==> src/rtl/pte_walk_pkg.sv <==
package pte_walk_pkg;

  typedef enum logic [1:0] {
    FLT_NONE   = 2'b00,
    FLT_ABSENT = 2'b01,
    FLT_PROT   = 2'b10
  } fault_e;

  typedef enum logic [1:0] {
    PR_NONE = 2'b00,
    PR_RO   = 2'b01,
    PR_RW   = 2'b10,
    PR_RWX  = 2'b11
  } prot_e;

  // entry bit positions below the frame number
  localparam int VLD_BIT  = 0;
  localparam int REF_BIT  = 1;
  localparam int MOD_BIT  = 2;
  localparam int PROT_LSB = 3;

  typedef struct packed {
    logic takeReq;
    logic takeEntry;
    logic takeResult;
    logic busRd;
    logic busWr;
    logic rspOut;
  } strobe_t;

endpackage

==> src/rtl/pte_walk_ctrl.sv <==
module pte_walk_ctrl
  import pte_walk_pkg::*;
(
  input  logic    clk,
  input  logic    rstN,
  input  logic    reqValid,
  input  logic    memAck,
  input  logic    chkFault,
  input  logic    chkWb,
  output logic    reqReady,
  output strobe_t stb
);

  typedef enum logic [2:0] {
    ST_IDLE, ST_FETCH, ST_CHECK, ST_STORE, ST_REPLY
  } state_e;

  state_e stQ, stNext;

  always_ff @(posedge clk) begin
    if (!rstN) stQ <= ST_IDLE;
    else       stQ <= stNext;
  end

  always_comb begin
    stNext = stQ;
    case (stQ)
      ST_IDLE:  if (reqValid) stNext = ST_FETCH;
      ST_FETCH: if (memAck)   stNext = ST_CHECK;
      ST_CHECK: stNext = (!chkFault && chkWb) ? ST_STORE : ST_REPLY;
      ST_STORE: if (memAck)   stNext = ST_REPLY;
      ST_REPLY: stNext = ST_IDLE;
      default:  stNext = ST_IDLE;
    endcase
  end

  always_comb begin
    stb            = '0;
    stb.takeReq    = (stQ == ST_IDLE) && reqValid;
    stb.takeEntry  = (stQ == ST_FETCH) && memAck;
    stb.takeResult = (stQ == ST_CHECK);
    stb.busRd      = (stQ == ST_FETCH);
    stb.busWr      = (stQ == ST_STORE);
    stb.rspOut     = (stQ == ST_REPLY);
  end

  assign reqReady = (stQ == ST_IDLE);

endmodule

==> src/rtl/pte_walk_datapath.sv <==
module pte_walk_datapath
  import pte_walk_pkg::*;
#(
  parameter int ADDR_W    = 32,
  parameter int PAGE_BITS = 12,
  parameter int PTE_BYTES = 4
) (
  input  logic              clk,
  input  logic              rstN,
  input  strobe_t           stb,
  input  logic              ptBaseWe,
  input  logic [ADDR_W-1:0] ptBaseIn,
  input  logic [ADDR_W-1:0] reqVaddr,
  input  logic              reqWrite,
  input  logic              reqFetch,
  input  logic [ADDR_W-1:0] memRdata,
  output logic [ADDR_W-1:0] entryAddr,
  output logic [ADDR_W-1:0] newEntry,
  output logic              chkFault,
  output logic              chkWb,
  output logic [ADDR_W-1:0] rspPaddr,
  output logic [1:0]        rspFault
);

  localparam int VPN_W       = ADDR_W - PAGE_BITS;
  localparam int ENTRY_SHIFT = $clog2(PTE_BYTES);

  logic [ADDR_W-1:0]    baseQ;
  logic [ADDR_W-1:0]    addrQ;
  logic [PAGE_BITS-1:0] offQ;
  logic                 isWrQ, isExQ;
  logic [ADDR_W-1:0]    entryQ;
  fault_e               faultQ;
  logic [ADDR_W-1:0]    paddrQ;

  logic [VPN_W-1:0]     vpnIn;
  logic [ADDR_W-1:0]    vpnScaled;
  prot_e                protNow;
  logic                 allowed;
  fault_e               faultNow;

  assign vpnIn     = reqVaddr[ADDR_W-1:PAGE_BITS];
  assign vpnScaled = {{PAGE_BITS{1'b0}}, vpnIn} << ENTRY_SHIFT;

  // base register, sampled into the entry address when a request is taken
  always_ff @(posedge clk) begin
    if (!rstN)         baseQ <= '0;
    else if (ptBaseWe) baseQ <= ptBaseIn;
  end

  always_ff @(posedge clk) begin
    if (!rstN) begin
      addrQ <= '0;
      offQ  <= '0;
      isWrQ <= 1'b0;
      isExQ <= 1'b0;
    end else if (stb.takeReq) begin
      addrQ <= baseQ + vpnScaled;
      offQ  <= reqVaddr[PAGE_BITS-1:0];
      isWrQ <= reqWrite;
      isExQ <= reqFetch;
    end
  end

  always_ff @(posedge clk) begin
    if (!rstN)              entryQ <= '0;
    else if (stb.takeEntry) entryQ <= memRdata;
  end

  // permission decode
  assign protNow = prot_e'(entryQ[PROT_LSB+1:PROT_LSB]);

  always_comb begin
    case (protNow)
      PR_NONE: allowed = 1'b0;
      PR_RO:   allowed = !isWrQ && !isExQ;
      PR_RW:   allowed = !isExQ;
      PR_RWX:  allowed = 1'b1;
      default: allowed = 1'b0;
    endcase
  end

  always_comb begin
    if (!entryQ[VLD_BIT])  faultNow = FLT_ABSENT;
    else if (!allowed)     faultNow = FLT_PROT;
    else                   faultNow = FLT_NONE;
  end

  // usage-bit update
  always_comb begin
    newEntry = entryQ;
    newEntry[REF_BIT] = 1'b1;
    if (isWrQ) newEntry[MOD_BIT] = 1'b1;
  end

  assign chkWb    = (newEntry != entryQ);
  assign chkFault = (faultNow != FLT_NONE);

  always_ff @(posedge clk) begin
    if (!rstN) begin
      faultQ <= FLT_NONE;
      paddrQ <= '0;
    end else if (stb.takeResult) begin
      faultQ <= faultNow;
      paddrQ <= (faultNow == FLT_NONE) ? {entryQ[ADDR_W-1:PAGE_BITS], offQ} : '0;
    end
  end

  assign entryAddr = addrQ;
  assign rspPaddr  = paddrQ;
  assign rspFault  = faultQ;

endmodule

==> src/rtl/pte_walker.sv <==
module pte_walker
  import pte_walk_pkg::*;
#(
  parameter int ADDR_W    = 32,
  parameter int PAGE_BITS = 12,
  parameter int PTE_BYTES = 4
) (
  input  logic              clk,
  input  logic              rstN,
  input  logic              ptBaseWe,
  input  logic [ADDR_W-1:0] ptBaseIn,
  input  logic              reqValid,
  output logic              reqReady,
  input  logic [ADDR_W-1:0] reqVaddr,
  input  logic              reqWrite,
  input  logic              reqFetch,
  output logic              rspValid,
  output logic [ADDR_W-1:0] rspPaddr,
  output logic [1:0]        rspFault,
  output logic              memReq,
  output logic              memWe,
  output logic [ADDR_W-1:0] memAddr,
  output logic [ADDR_W-1:0] memWdata,
  input  logic              memAck,
  input  logic [ADDR_W-1:0] memRdata
);

  strobe_t stb;
  logic    chkFault, chkWb;

  pte_walk_ctrl u_ctrl (
    .clk      (clk),
    .rstN     (rstN),
    .reqValid (reqValid),
    .memAck   (memAck),
    .chkFault (chkFault),
    .chkWb    (chkWb),
    .reqReady (reqReady),
    .stb      (stb)
  );

  pte_walk_datapath #(
    .ADDR_W    (ADDR_W),
    .PAGE_BITS (PAGE_BITS),
    .PTE_BYTES (PTE_BYTES)
  ) u_dp (
    .clk       (clk),
    .rstN      (rstN),
    .stb       (stb),
    .ptBaseWe  (ptBaseWe),
    .ptBaseIn  (ptBaseIn),
    .reqVaddr  (reqVaddr),
    .reqWrite  (reqWrite),
    .reqFetch  (reqFetch),
    .memRdata  (memRdata),
    .entryAddr (memAddr),
    .newEntry  (memWdata),
    .chkFault  (chkFault),
    .chkWb     (chkWb),
    .rspPaddr  (rspPaddr),
    .rspFault  (rspFault)
  );

  assign memReq   = stb.busRd | stb.busWr;
  assign memWe    = stb.busWr;
  assign rspValid = stb.rspOut;

endmodule

==> config.mk <==
export PLATFORM = sky130hd
export DESIGN_NAME = pte_walker
export DESIGN_NICKNAME = d
export VERILOG_FILES = /design/src/rtl/pte_walk_pkg.sv /design/src/rtl/pte_walk_ctrl.sv /design/src/rtl/pte_walk_datapath.sv /design/src/rtl/pte_walker.sv
export SDC_FILE = /design/constraint.sdc
export NUM_CORES = 1
export LEC_CHECK = 0
export BUFFER_PORTS_ARGS = -buffer_cell sky130_fd_sc_hd__buf_2
export CORE_MARGIN = 10
export CORE_UTILIZATION = 52
export DETAILED_ROUTE_END_ITERATION = 6
export GPL_TIMING_DRIVEN = 1
export PLACE_DENSITY_LB_ADDON = 0.1
export SYNTH_ARGS = -nofsm -noshare
export SYNTH_HDL_FRONTEND = slang
export SYNTH_SLANG_ARGS = --single-unit
==> constraint.sdc <==
create_clock -name clk -period 2.4 [get_ports clk]
set_input_delay 0 -clock clk [delete_from_list [all_inputs] [get_ports clk]]
set_output_delay 0 -clock clk [all_outputs]
set_load 0.02 [all_outputs]
; ---- After elaboration in Yosys (flattened, before gate mapping)
; Cells that the tools add are included.
[word_totals]
reg_bits = 147
out_inout_bits = 102
in_bits = 103
[op_classes]
eq_ne = 11
reduce_logical = 12
n_bitwise = 1
n_addsub = 1
mux = 10
[op_table]
columns = op, n
row1 = $add 32x22->32, 1
row2 = $mux 32, 1
row3 = $mux 3, 4
row4 = $pmux 3 s4, 1
row5 = $eq 3x2->1 const B, 2
row6 = $eq 2x2->1 const B, 2
row7 = $logic_and 1x1->1, 4
row8 = $logic_not 2->1, 2
row9 = $mux 2, 2
row10 = $ne 2x2->1 const B, 2
row11 = $pmux 1 s4, 1
row12 = $eq 3x1->1 const B, 1
row13 = $eq 3x3->1 const B, 1
row14 = $logic_not 1->1, 3
row15 = $logic_not 3->1, 1
row16 = $reduce_and 3->1, 1
row17 = $eq 2x1->1 const B, 1
row18 = $ne 2x1->1 const B, 1
row19 = $ne 2x2->1, 1
row20 = $reduce_bool 2->1, 1
row21 = $mux 1, 1
row22 = $or 1x1->1, 1

; ---- Longest topological paths before layout
; Gate-level depths: netlist (run 1).
[logic_depth]
word_depth = 10
depth_mapped = 11
mapped_depth_nobuf = 11

; ---- By module
; From an unflattened synthesis (run 1), not the netlist that was laid out.
[hier_totals]
cells_unflattened = 748
area_unflattened_um2 = 6849.1
[modules_own_cells]
columns = module, seq_area_each_um2, cells_per_inst, area_each_um2, n_inst
row1 = pte_walk_datapath, 2882.8, 721, 6587.6, 1
row2 = pte_walk_ctrl, 60.1, 26, 255.2, 1
row3 = pte_walker, 0.0, 1, 6.3, 1

; ---- Least setup slack after synthesis (run 1)
; No wires, ideal clock.
[synth_path]
kind = register to register
startpoint = reg u_dp.baseQ[6]
endpoint = reg u_dp.addrQ[25] (netlist: u_dp.entryAddr[25])
t_arrival_ns = 2.043
setup_ns = 0.119
stages_incl_launch_ff = 10
path_slack_ns = 0.237
n_path_buf = 0
required_time_ns = 2.281
cell_sequence = dfxtp_1 -> ha_1 -> a21o_1 -> a31oi_2 -> a21oi_2 -> or4_4 -> a21oi_4 -> a211oi_1 -> xnor2_1 -> a21oi_1
[synth_between]
elab_chain_cells = 1
[synth_rtl]
columns = element, line_no
row1 = from (decl), pte_walk_datapath.sv:28  ; logic [ADDR_W-1:0] baseQ;
row2 = from (signal assigned), pte_walk_datapath.sv:48  ; else if (ptBaseWe) baseQ <= ptBaseIn;
row3 = $add 32x22->32, pte_walk_datapath.sv:58  ; addrQ <= baseQ + vpnScaled;
row4 = to (signal assigned), pte_walk_datapath.sv:58
row5 = to (decl), pte_walk_datapath.sv:29  ; logic [ADDR_W-1:0] addrQ;
; Every way passes these cells.
; A chain may end at the register's enable or synchronous reset.

; ---- Final worst setup path (run 1)
[layout_path]
startpoint = reg u_dp.baseQ[2]
endpoint = reg u_dp.addrQ[18] (netlist: u_dp.entryAddr[18])
; The elaborated chain is that of the path after synthesis.

==> run metrics, run 1 <==
status finished clean; Post-synth ARST share 0%; Mapped Nets between 900 and 1,000; Crit Path Class flop to flop; P_leak approximately 4.1 nW; Fillers 989; first-pass GRT wire length 31,800 um; final setup TNS 0 ps; post-synthesis mux area share 4.81%; most common cell after layout, fill and taps aside buf_2; Worst-Skew Late Latency 420 ps; post-synthesis register bit count around 150; initial antenna violation count 1; ANT nets after route 0; # nets final approximately 1,200; Util after Layout between 70% and 80%; VDD IR max 423 uV; row count 41; Post-Synth XOR/XNOR Area under 10%; post-synthesis simple-gate area fraction 18.5%; final RePlAce weighted congestion 0.891; crit share post-route a little over nine tenths; Power Dens Cells 716 nW/um2; Synth Area per Inst 8.39 um2; CTS tree built; Finished Cell Area 9150 um2; layout cell share with drive strength beyond 1 27.6%; post-synth cell types 61; CP Launch Type flop; vias in the first global route 6,442; global route overflow 0; Seq/Total Area, Yosys around 44%; Final Critical Period 2310 ps; Post-Route WL 20,100 um; CP Capture Type flop; Core ar. 12,600 um2; Vias/cell between 5 and 6; hold crit path type primary input to flop; die area 17,700 um2; total global routing track utilization 21.6%; Synth Cell Area 6670 um2; dpl cell area 7560 um2; Initial Util a little over half; RSZ-0062 raised after global routing yes; compound-cell area share of the yosys netlist 17.9%; Residual DRC 0; Num Clock Sinks ~150; Synth Area in Adders 4.05%; WP data required 2750 ps; Max-Cap Viols 0; Clock Skew 6.21 ps; Setup violations, final 0; I/O pins 205; f_max 434 MHz; placed cells 1,102; Non-Filler Instances roughly 1,200; pre-CTS setup slack -45.1 ps; Hold Vio Cnt, Final 0; via count 6,394; R2R setup slack 90 ps; Die W 133 um; dpl hpwl 13,700 um; yosys synthesis warning count 0; Synth Flop Type dfxtp_1; largest net degree at the start of global routing 63; 1st-iter DRT viols between 300 and 400; cts bufs inserted 17; Die Height 133 um; total power draw 6.55 mW; post-synthesis cell count slightly below 800; Max-slew headroom 33.0%; Slew Limit Fails 0; CTS clk-pin slew, worst paths 60 ps; CP Max Fanout 3; largest family of logic cells by synthesized area simple AND/OR/NAND/NOR gates; H-tree depth 4; Slew @ Worst Pin 1010 ps; First-pass DRT Iterations 5; EDFF count, synth 0; routed len/inst 16.5 um; area grow syn2layout 37.3%; commonest cells after routing, fill and taps aside buf_2 (203), nand2_1 (147), dfxtp_1 (144); Max Buffers Root-to-Sink 2; worst hold slack 37.1 ps; setup ws final 93.5 ps; Worst EP arrival 2660 ps; Port Buffers 203; CTS root buffer clkbuf_16
path summary, 6_finish.rpt:
kind / startpoint / cells past startpoint / to
min reg2reg: u_dp.entryAddr[8] / 2 / u_dp.entryAddr[8]
max: u_dp.baseQ[2] / 12 / u_dp.entryAddr[18]
min: rstN / 3 / u_dp.entryAddr[27]
max reg2reg: u_dp.baseQ[2] / 12 / u_dp.entryAddr[18]
cell usage after synthesis, types with 8 or more instances:
master / number / area [um2]
a21o_1: 9 / 67.6
xnor2_1: 17 / 149
o21ai_0: 24 / 120
clkbuf_1: 42 / 158
nor2_1: 78 / 293
nand4_1: 8 / 50.1
buf_4: 33 / 248
nand3_1: 11 / 55.1
xor2_1: 8 / 70.1
dfxtp_1: 147 / 2940
ha_1: 20 / 250
a21oi_1: 93 / 465
nand2_1: 148 / 556
a22oi_1: 32 / 240
mux2i_1: 32 / 320
layout make-up:
cell class,instances,area (um2),share of cell area [%]
Clock buffer,22,494,5.40
Inverter,8,32.5,0.355
Tap cell,172,215,2.35
Antenna cell,1,2.50,0.0273
Multi-Input combinational cell,558,3370,36.8
Sequential cell,147,2950,32.2
Timing Repair Buffer,299,1950,21.3
Clock inverter,10,144,1.57
cell families after synthesis:
family	count (synthesis)
AOI/OAI and AO/OA	193
xor gates and xnor gates	25
adders and majority gates	21
buffers and inverters	89
DFF	147
muxes	32
other	1
and+or+nand+nor	286
critical path: stages, from the launching register on:
cell and delay [ps]:
dfxtp_2 350, ha_4 140, inv_1 50, fa_2 370, nor2b_2 170, o211ai_1 160, a21oi_2 240, buf_4 170
a22o_1 120, a21oi_1 70, xnor2_1 170, nand2_1 70, a21oi_1 130
flip-flops by register name, indices dropped and copies added, names as in the netlist:
signal / cells
u_dp.isWrQ: 1
u_dp.baseQ: 32
u_dp.offQ: 12
u_dp.rspPaddr: 32
u_dp.entryQ: 32
u_ctrl.stQ: 3
u_dp.isExQ: 1
u_dp.rspFault: 2
u_dp.entryAddr: 32
timing repair:
| action | CTS | global route |
|---|---|---|
| resized for setup | 1 | 27 |
| buffers inserted | 0 | 2 |
| endpoints found under the hold margin | 81 | 0 |
| hold buffers | 80 | 0 |
| setup endpoints to repair | 4 | 13 |
| pin swaps | 0 | 14 |
routing by layer:
layer / GRT usage [%] / share of wire [%]
met1: 24.5 / 41
met2: 38.3 / 50
met3: 5.56 / 6.5
met4: 7.74 / 2.0
met5: 0 / 0
power by group:
part	total (mW)	internal [mW]	switching, mW	leakage (nW)
sequential	2.66	2.57	0.0908	1.20
combinational	1.06	0.457	0.604	2.59
clock	2.83	1.78	1.04	0.317
Note: power is estimated with default switching activity, not from simulation.
==> inputs of run 2 (changes only) <==
Settings changed: CORE_ASPECT_RATIO from default to 1.75.
==> run 2 against run 1 <==
- clock skew is 3.6 ps higher
- critical path depth is 3 lower
- via count is 0.63% higher
- utilization hardly changed
- sequential cell count stayed put
- critical endpoint is now u_dp.entryAddr[25]
==> run metrics, run 2 (synthesized netlist as in run 1, its figures left out) <==
cts bufs inserted 17 (unchanged); Worst EP arrival 2580 ps (-80 ps); P_leak 4.12 nW (+0.25%); Slew Limit Fails 0 (unchanged); largest net degree at the start of global routing 65 (+3.2%); CP max stage delay 540 ps (+170 ps); CP Launch Type flop; row count 54 (+32%); dpl hpwl 14,400 um (+4.7%); worst path cell trace ha_1, a21o_1, a31oi_4, a21oi_2, or4_4, a21oi_4, a211oi_1, xnor2_1, a21oi_1; Die W 106 um (-21%); setup ws final 105 ps (+11.2 ps); WP data required 2680 ps (-70 ps); Num Clock Sinks 147 (unchanged); pre-CTS setup slack -142 ps (-97.3 ps); Die Height 170 um (+27%); routed len/inst 17.0 um (+2.7%); # nets final 1,161 (+0.52%); Port Buffers 203 (unchanged); I/O pins 205 (unchanged); initial antenna violation count 3 (+2); Residual DRC 0 (unchanged); top cell family by delay on the critical path compound AO/OA/AOI/OAI gates; CTS tree built; Clock Skew 9.77 ps (+3.56 ps); Power Dens Cells 701 nW/um2 (-2.1%); f_max 436 MHz (+0.49%); CTS clk-pin slew, worst paths 70 ps (about the same); 1st-iter DRT viols 252 (-33%); Max-slew headroom 65.8% (+33 points); VDD IR max 510 uV (+20%); First-pass DRT Iterations 5 (unchanged); commonest cells after routing, fill and taps aside buf_2 (203), nand2_1 (147), dfxtp_1 (146); hold crit path type primary input to flop; first-pass GRT wire length 32,900 um (+3.5%); worst hold slack 31.5 ps (-5.58 ps); dpl cell area 7610 um2 (+0.56%); Initial Util 53.3% (+0.29 points); vias in the first global route 6,649 (+3.2%); Slew @ Worst Pin 513 ps (-492 ps); Crit Reg-Reg Startpoint u_dp.baseQ[6]; Finished Cell Area 9090 um2 (-0.62%); final RePlAce weighted congestion 0.913 (+2.4%); total global routing track utilization 22.5% (+0.87 points); CP Capture Type flop; CP Max Fanout 4 (+1); die area 17,900 um2 (+1.0%); final setup TNS 0 ps (unchanged); ANT nets after route 0 (unchanged); critical path buffer and inverter count 0 (-2); crit share post-route 95.6% (-0.47 points); Worst Setup SP u_dp.baseQ[6]; CP max stage cell or4_4; Crit Path Class flop to flop; status finished clean; Core ar. 12,500 um2 (-0.55%); Hold Vio Cnt, Final 0 (unchanged); Worst-Skew Late Latency 410 ps (about the same); RSZ-0062 raised after global routing yes; global route overflow 0 (unchanged); CTS root buffer clkbuf_16; area grow syn2layout 36.5%; Max Buffers Root-to-Sink 2 (unchanged); layout cell share with drive strength beyond 1 27.2% (-0.35 points); Final Critical Period 2300 ps (-11.2 ps); via count 6,434 (+0.63%); Max-Cap Viols 0 (unchanged); placed cells 1,104 (+0.18%); Setup violations, final 0 (unchanged); Vias/cell 5.27 (+0.21%); critical hold path startpoint ptBaseWe; Non-Filler Instances 1,222 (+0.41%); most common cell after layout, fill and taps aside buf_2; H-tree depth 4 (unchanged); Post-Route WL 20,700 um (+3.1%)
## run 2: changes by cell type in the layout (fill, tap and decap cells not counted), moves of 3 or more
cell      change
dfxtp_2       -3
clkbuf_8      -4
buf_4         +6
a21oi_1       -3
ha_1          +4
inv_8         +4
diode_2       +3
a21oi_2       +4
## run 2: through the flow
step,power (mW),utilization (%)
2_1_floorplan,3.34,-
3_3_place_gp,3.63,60.9
3_5_place_dp,3.65,60.9
4_1_cts,6.40,72.1
5_1_grt,6.65,72.7
6_report,6.37,72.8
## run 2: final timing paths
| kind | end | slack, ps | cells past startpoint |
|---|---|---|---|
| worst max-delay path | u_dp.entryAddr[25] | 100 | 9 |
| worst min-delay path | u_dp.baseQ[26] | 30 | 3 |
| worst max register to register | u_dp.entryAddr[25] | 100 | 9 |
| worst min register to register | u_dp.entryAddr[12] | 450 | 2 |
## run 2: what timing repair did
item                                    in CTS  in global routing
pin swaps                                    1                  7
gates resized for setup                      2                 15
endpoints found under the setup margin       3                 10
hold buffers                                80                  0
setup buffers                                0                  2
hold endpoints to repair                    81                  0
## run 2: worst reg2reg max path: stages, from the launching register on
cell and delay (ps):
dfxtp_1 320, ha_1 290, a21o_1 230, a31oi_4 180, a21oi_2 110, or4_4 540
a21oi_4 160, a211oi_1 70, xnor2_1 170, a21oi_1 90
## run 2: final cells by class
class	count	area, um2
multi-input cells	558	3300
inverters	8	32.5
clock inverters	14	159
flip-flops and latches	147	2950
repair buffers	305	1990
fillers	954	3400
diodes	4	10.0
well taps	168	210
clock buffers	18	439
## run 2: per-layer routing
| layer | wire (um) | track usage (%) | vias up |
|---|---|---|---|
| li1 | - | - | 3187 |
| met1 | 7580 | 22.5 | 2963 |
| met2 | 11100 | 40.7 | 228 |
| met3 | 1210 | 6.08 | 56 |
| met4 | 867 | 12.9 | 0 |
| met5 | 0 | 0 | - |
## run 2: power breakdown
group	internal [mW]	total (mW)	switching, mW	leakage [nW]
logic	0.459	1.07	0.606	2.63
registers	2.57	2.66	0.0898	1.20
clock network	1.51	2.65	1.14	0.289
total	4.54	6.37	1.83	4.12
==> inputs of run 3 (changes only) <==
Settings changed: SYNTH_HIERARCHICAL from default to 1.
==> run 3 against run 2 <==
- the flow now finishes with violations (negative setup slack)
- worst hold slack worse by 19 ps
- die area up 2.3%
- largest power group unchanged
- combinational power up 5%
- cell count down 2.6%
- register-to-register slack worse by 110 ps
==> run metrics, run 3 <==
VDD IR max 576 uV (+13%); Port Buffers 203 (unchanged); largest net degree at the start of global routing 59 (-9.2%); hold crit path type primary input to flop; CP Launch Type flop; Worst Setup SP u_dp/baseQ[2]; setup ws final -3.97 ps (-109 ps); total global routing track utilization 22.3% (-0.12 points); row count 55 (+1.9%); First-pass DRT Iterations 5 (unchanged); Clk pwr share 41.3% (-0.3 points); critical hold path startpoint reqValid; routed len/inst 18.0 um (+6.0%); Worst-Skew Late Latency 420 ps (about the same); global route overflow 0 (unchanged); Vias/cell 5.48 (+4.1%); Post-Route WL 21,400 um (+3.2%); failing checks negative setup slack; Yosys top cell area share 43.0% (-1.2 points); sequential power share 41.4% (-0.3 points); Final Critical Period 2400 ps (+109 ps); Synth Cell Area 6850 um2 (+2.8%); first-pass GRT wire length 33,500 um (+1.8%); Core ar. 12,900 um2 (+3.5%); CTS clk-pin slew, worst paths 60 ps (about the same); R2R setup slack -4 ps (-110 ps); Synth Area per Inst 9.16 um2 (+9.1%); die area 18,300 um2 (+2.3%); dpl cell area 7890 um2 (+3.7%); via count 6,522 (+1.4%); Crit Path Class flop to flop; Die W 107 um (+1.1%); most frequent cell after synthesis dfxtp_1; post-synthesis cell count 748 (-5.8%); CTS root buffer clkbuf_16; final RePlAce weighted congestion 0.918 (+0.55%); Residual DRC 0 (unchanged); I/O pins 205 (unchanged); 1st-iter DRT viols 371 (+47%); Num Clock Sinks 147 (unchanged); Reg area 2940 um2 (about the same); commonest cells after routing, fill and taps aside buf_2 (203), dfxtp_1 (146), nor2_1 (133); Hold Vio Cnt, Final 0 (unchanged); ANT nets after route 0 (unchanged); area of the multi-input gates 3570 um2 (+8.1%); Crit Reg-Reg Startpoint u_dp/baseQ[2]; ranking of synthesized cells by area dfxtp_1 (43%), mux2i_1 (12%), nor2_1 (7.3%); Synth top cells by count dfxtp_1 (147), nor2_1 (134), mux2i_1 (84); Slew @ Worst Pin 615 ps (+102 ps); Net Sw Frac 29.4% (+0.62 points); f_max 416 MHz (-4.5%); pre-CTS setup slack -41.2 ps (+101 ps); post-synth top area cell dfxtp_1; CP max stage delay 390 ps (-150 ps); final setup TNS -3.97 ps (-3.97 ps); critical path buffer and inverter count 2 (+2); Synth Flop Type dfxtp_1; Finished Cell Area 9440 um2 (+3.8%); worst path cell trace ha_4, inv_2, fa_2, nor2b_2, o2111ai_2, a211oi_4, buf_6, o31a_1, o21ai_1, a32o_1; Mapped Nets 872 (-5.0%); Max-Cap Viols 0 (unchanged); yosys synthesis warning count 6 (+6); Max-slew headroom 58.7% (-7.0 points); CP max stage cell fa_2; Non-Filler Instances 1,190 (-2.6%); Fillers 995 (+4.3%); Sw Pwr 1.89 mW (+3.2%); Die Height 172 um (+1.2%); status finished, violations left; Slew Limit Fails 0 (unchanged); Worst EP arrival 2710 ps (+130 ps); Post-synth ARST share 0% (unchanged); area grow syn2layout 37.9%; CP Max Fanout 5 (+1); layout cell share with drive strength beyond 1 29.6% (+2.3 points); WP data required 2710 ps (+30 ps); combinational share of power 17.4% (+0.7 points); Int Pwr 4.54 mW (+0.16%); cts bufs inserted 17 (unchanged); Seq/Total Area, Yosys 43.0% (-1.2 points); placed cells 1,074 (-2.7%); # nets final 1,129 (-2.8%); post-synth cell types 69 (+13%); dpl hpwl 14,900 um (+3.6%); post-synthesis register bit count 147 (unchanged); vias in the first global route 6,905 (+3.9%); Clock Skew 16.4 ps (+6.59 ps); most common cell after layout, fill and taps aside buf_2; Max Buffers Root-to-Sink 2 (unchanged); CTS tree built; total power draw 6.44 mW (+1.0%); H-tree depth 4 (unchanged); top cell family by delay on the critical path compound AO/OA/AOI/OAI gates; Setup violations, final 1 (+1); RSZ-0062 raised after global routing yes; CP Capture Type flop; initial antenna violation count 1 (-2); EDFF count, synth 0 (unchanged); Power Dens Cells 682 nW/um2 (-2.7%); crit share post-route 100% (+4.5 points); P_leak 4.28 nW (+3.9%); Initial Util 52.9% (-0.38 points)
-- run 3: cell count changes after synthesis, moves of 12 or more --
cell / previous run / this run
clkbuf_1: 42 / 30
o21ai_0: 24 / 11
mux2i_1: 32 / 84
a21oi_1: 93 / 30
nor2_1: 78 / 134
nand2_1: 148 / 26
xnor2_1: 17 / 2
-- run 3: power by group through the flow --
stage	logic, mW	clock network [mW]	registers, mW
3_5_place_dp	0.967	0	2.71
4_1_cts	1.07	2.70	2.66
2_1_floorplan	0.623	0	2.74
5_1_grt	1.21	2.80	2.68
3_3_place_gp	0.943	0	2.71
6_report	1.12	2.66	2.66
-- run 3: tightest hold or removal path: cells and delay by family --
family | cells | cell delay, ps
and+or+nand+nor | 1 | 180
AOI/OAI and AO/OA | 1 | 90
buffers and inverters | 1 | 110
-- run 3: cells by family (layout without fill, tap and decap cells) --
kind of cell	after synthesis	after routing	synth area share (%)
xor+xnor	4	4	0.512
other cells	1	2	0.0548
mux	84	84	12.3
simple gates	250	250	17.5
flops	147	147	43.0
fa+ha+maj	21	21	3.95
compound gates	151	151	15.9
buf+inv	90	360	6.85
-- run 3: repair_timing --
action / CTS / global route
hold buffers: 80 / 0
gates resized for setup: 2 / 29
pin swaps: 1 / 20
setup buffers: 1 / 2
endpoints found under the setup margin: 4 / 44
gates cloned: 0 / 1
hold endpoints to repair: 82 / 0
-- run 3: path summary, 6_finish.rpt --
kind,endpoint,depth (start not counted)
max,u_dp/entryAddr[18],10
min,u_ctrl/stQ[0],3
max reg2reg,u_dp/entryAddr[18],10
min reg2reg,u_dp/entryAddr[11],2
-- run 3: metrics by stage --
step                utilization [%]  hold WS [ps]
floorplan                         -           146
detailed placement             60.9           241
CTS                            71.8          11.0
global placement               60.9           233
global route                   73.0          48.2
finish                         73.0          12.9
-- run 3: layout make-up --
class	instances	share of cell area (%)
multi-input combinational	511	37.8
sequential	147	31.2
timing repair buffer	311	21.7
clock buffer	17	4.51
tap	171	2.27
clock inverter	15	1.72
inverter	16	0.702
timing repair inverter	1	0.0795
antenna	1	0.0265
-- run 3: layer usage --
metal  vias to the layer above  GRT usage (%)  share of wire [%]
met5                         -              0                  0
met4                         0           9.76                2.7
met3                        44           6.97                7.6
met2                       248           40.8                 54
met1                      3071           22.6                 36
li1                       3159              -                  -
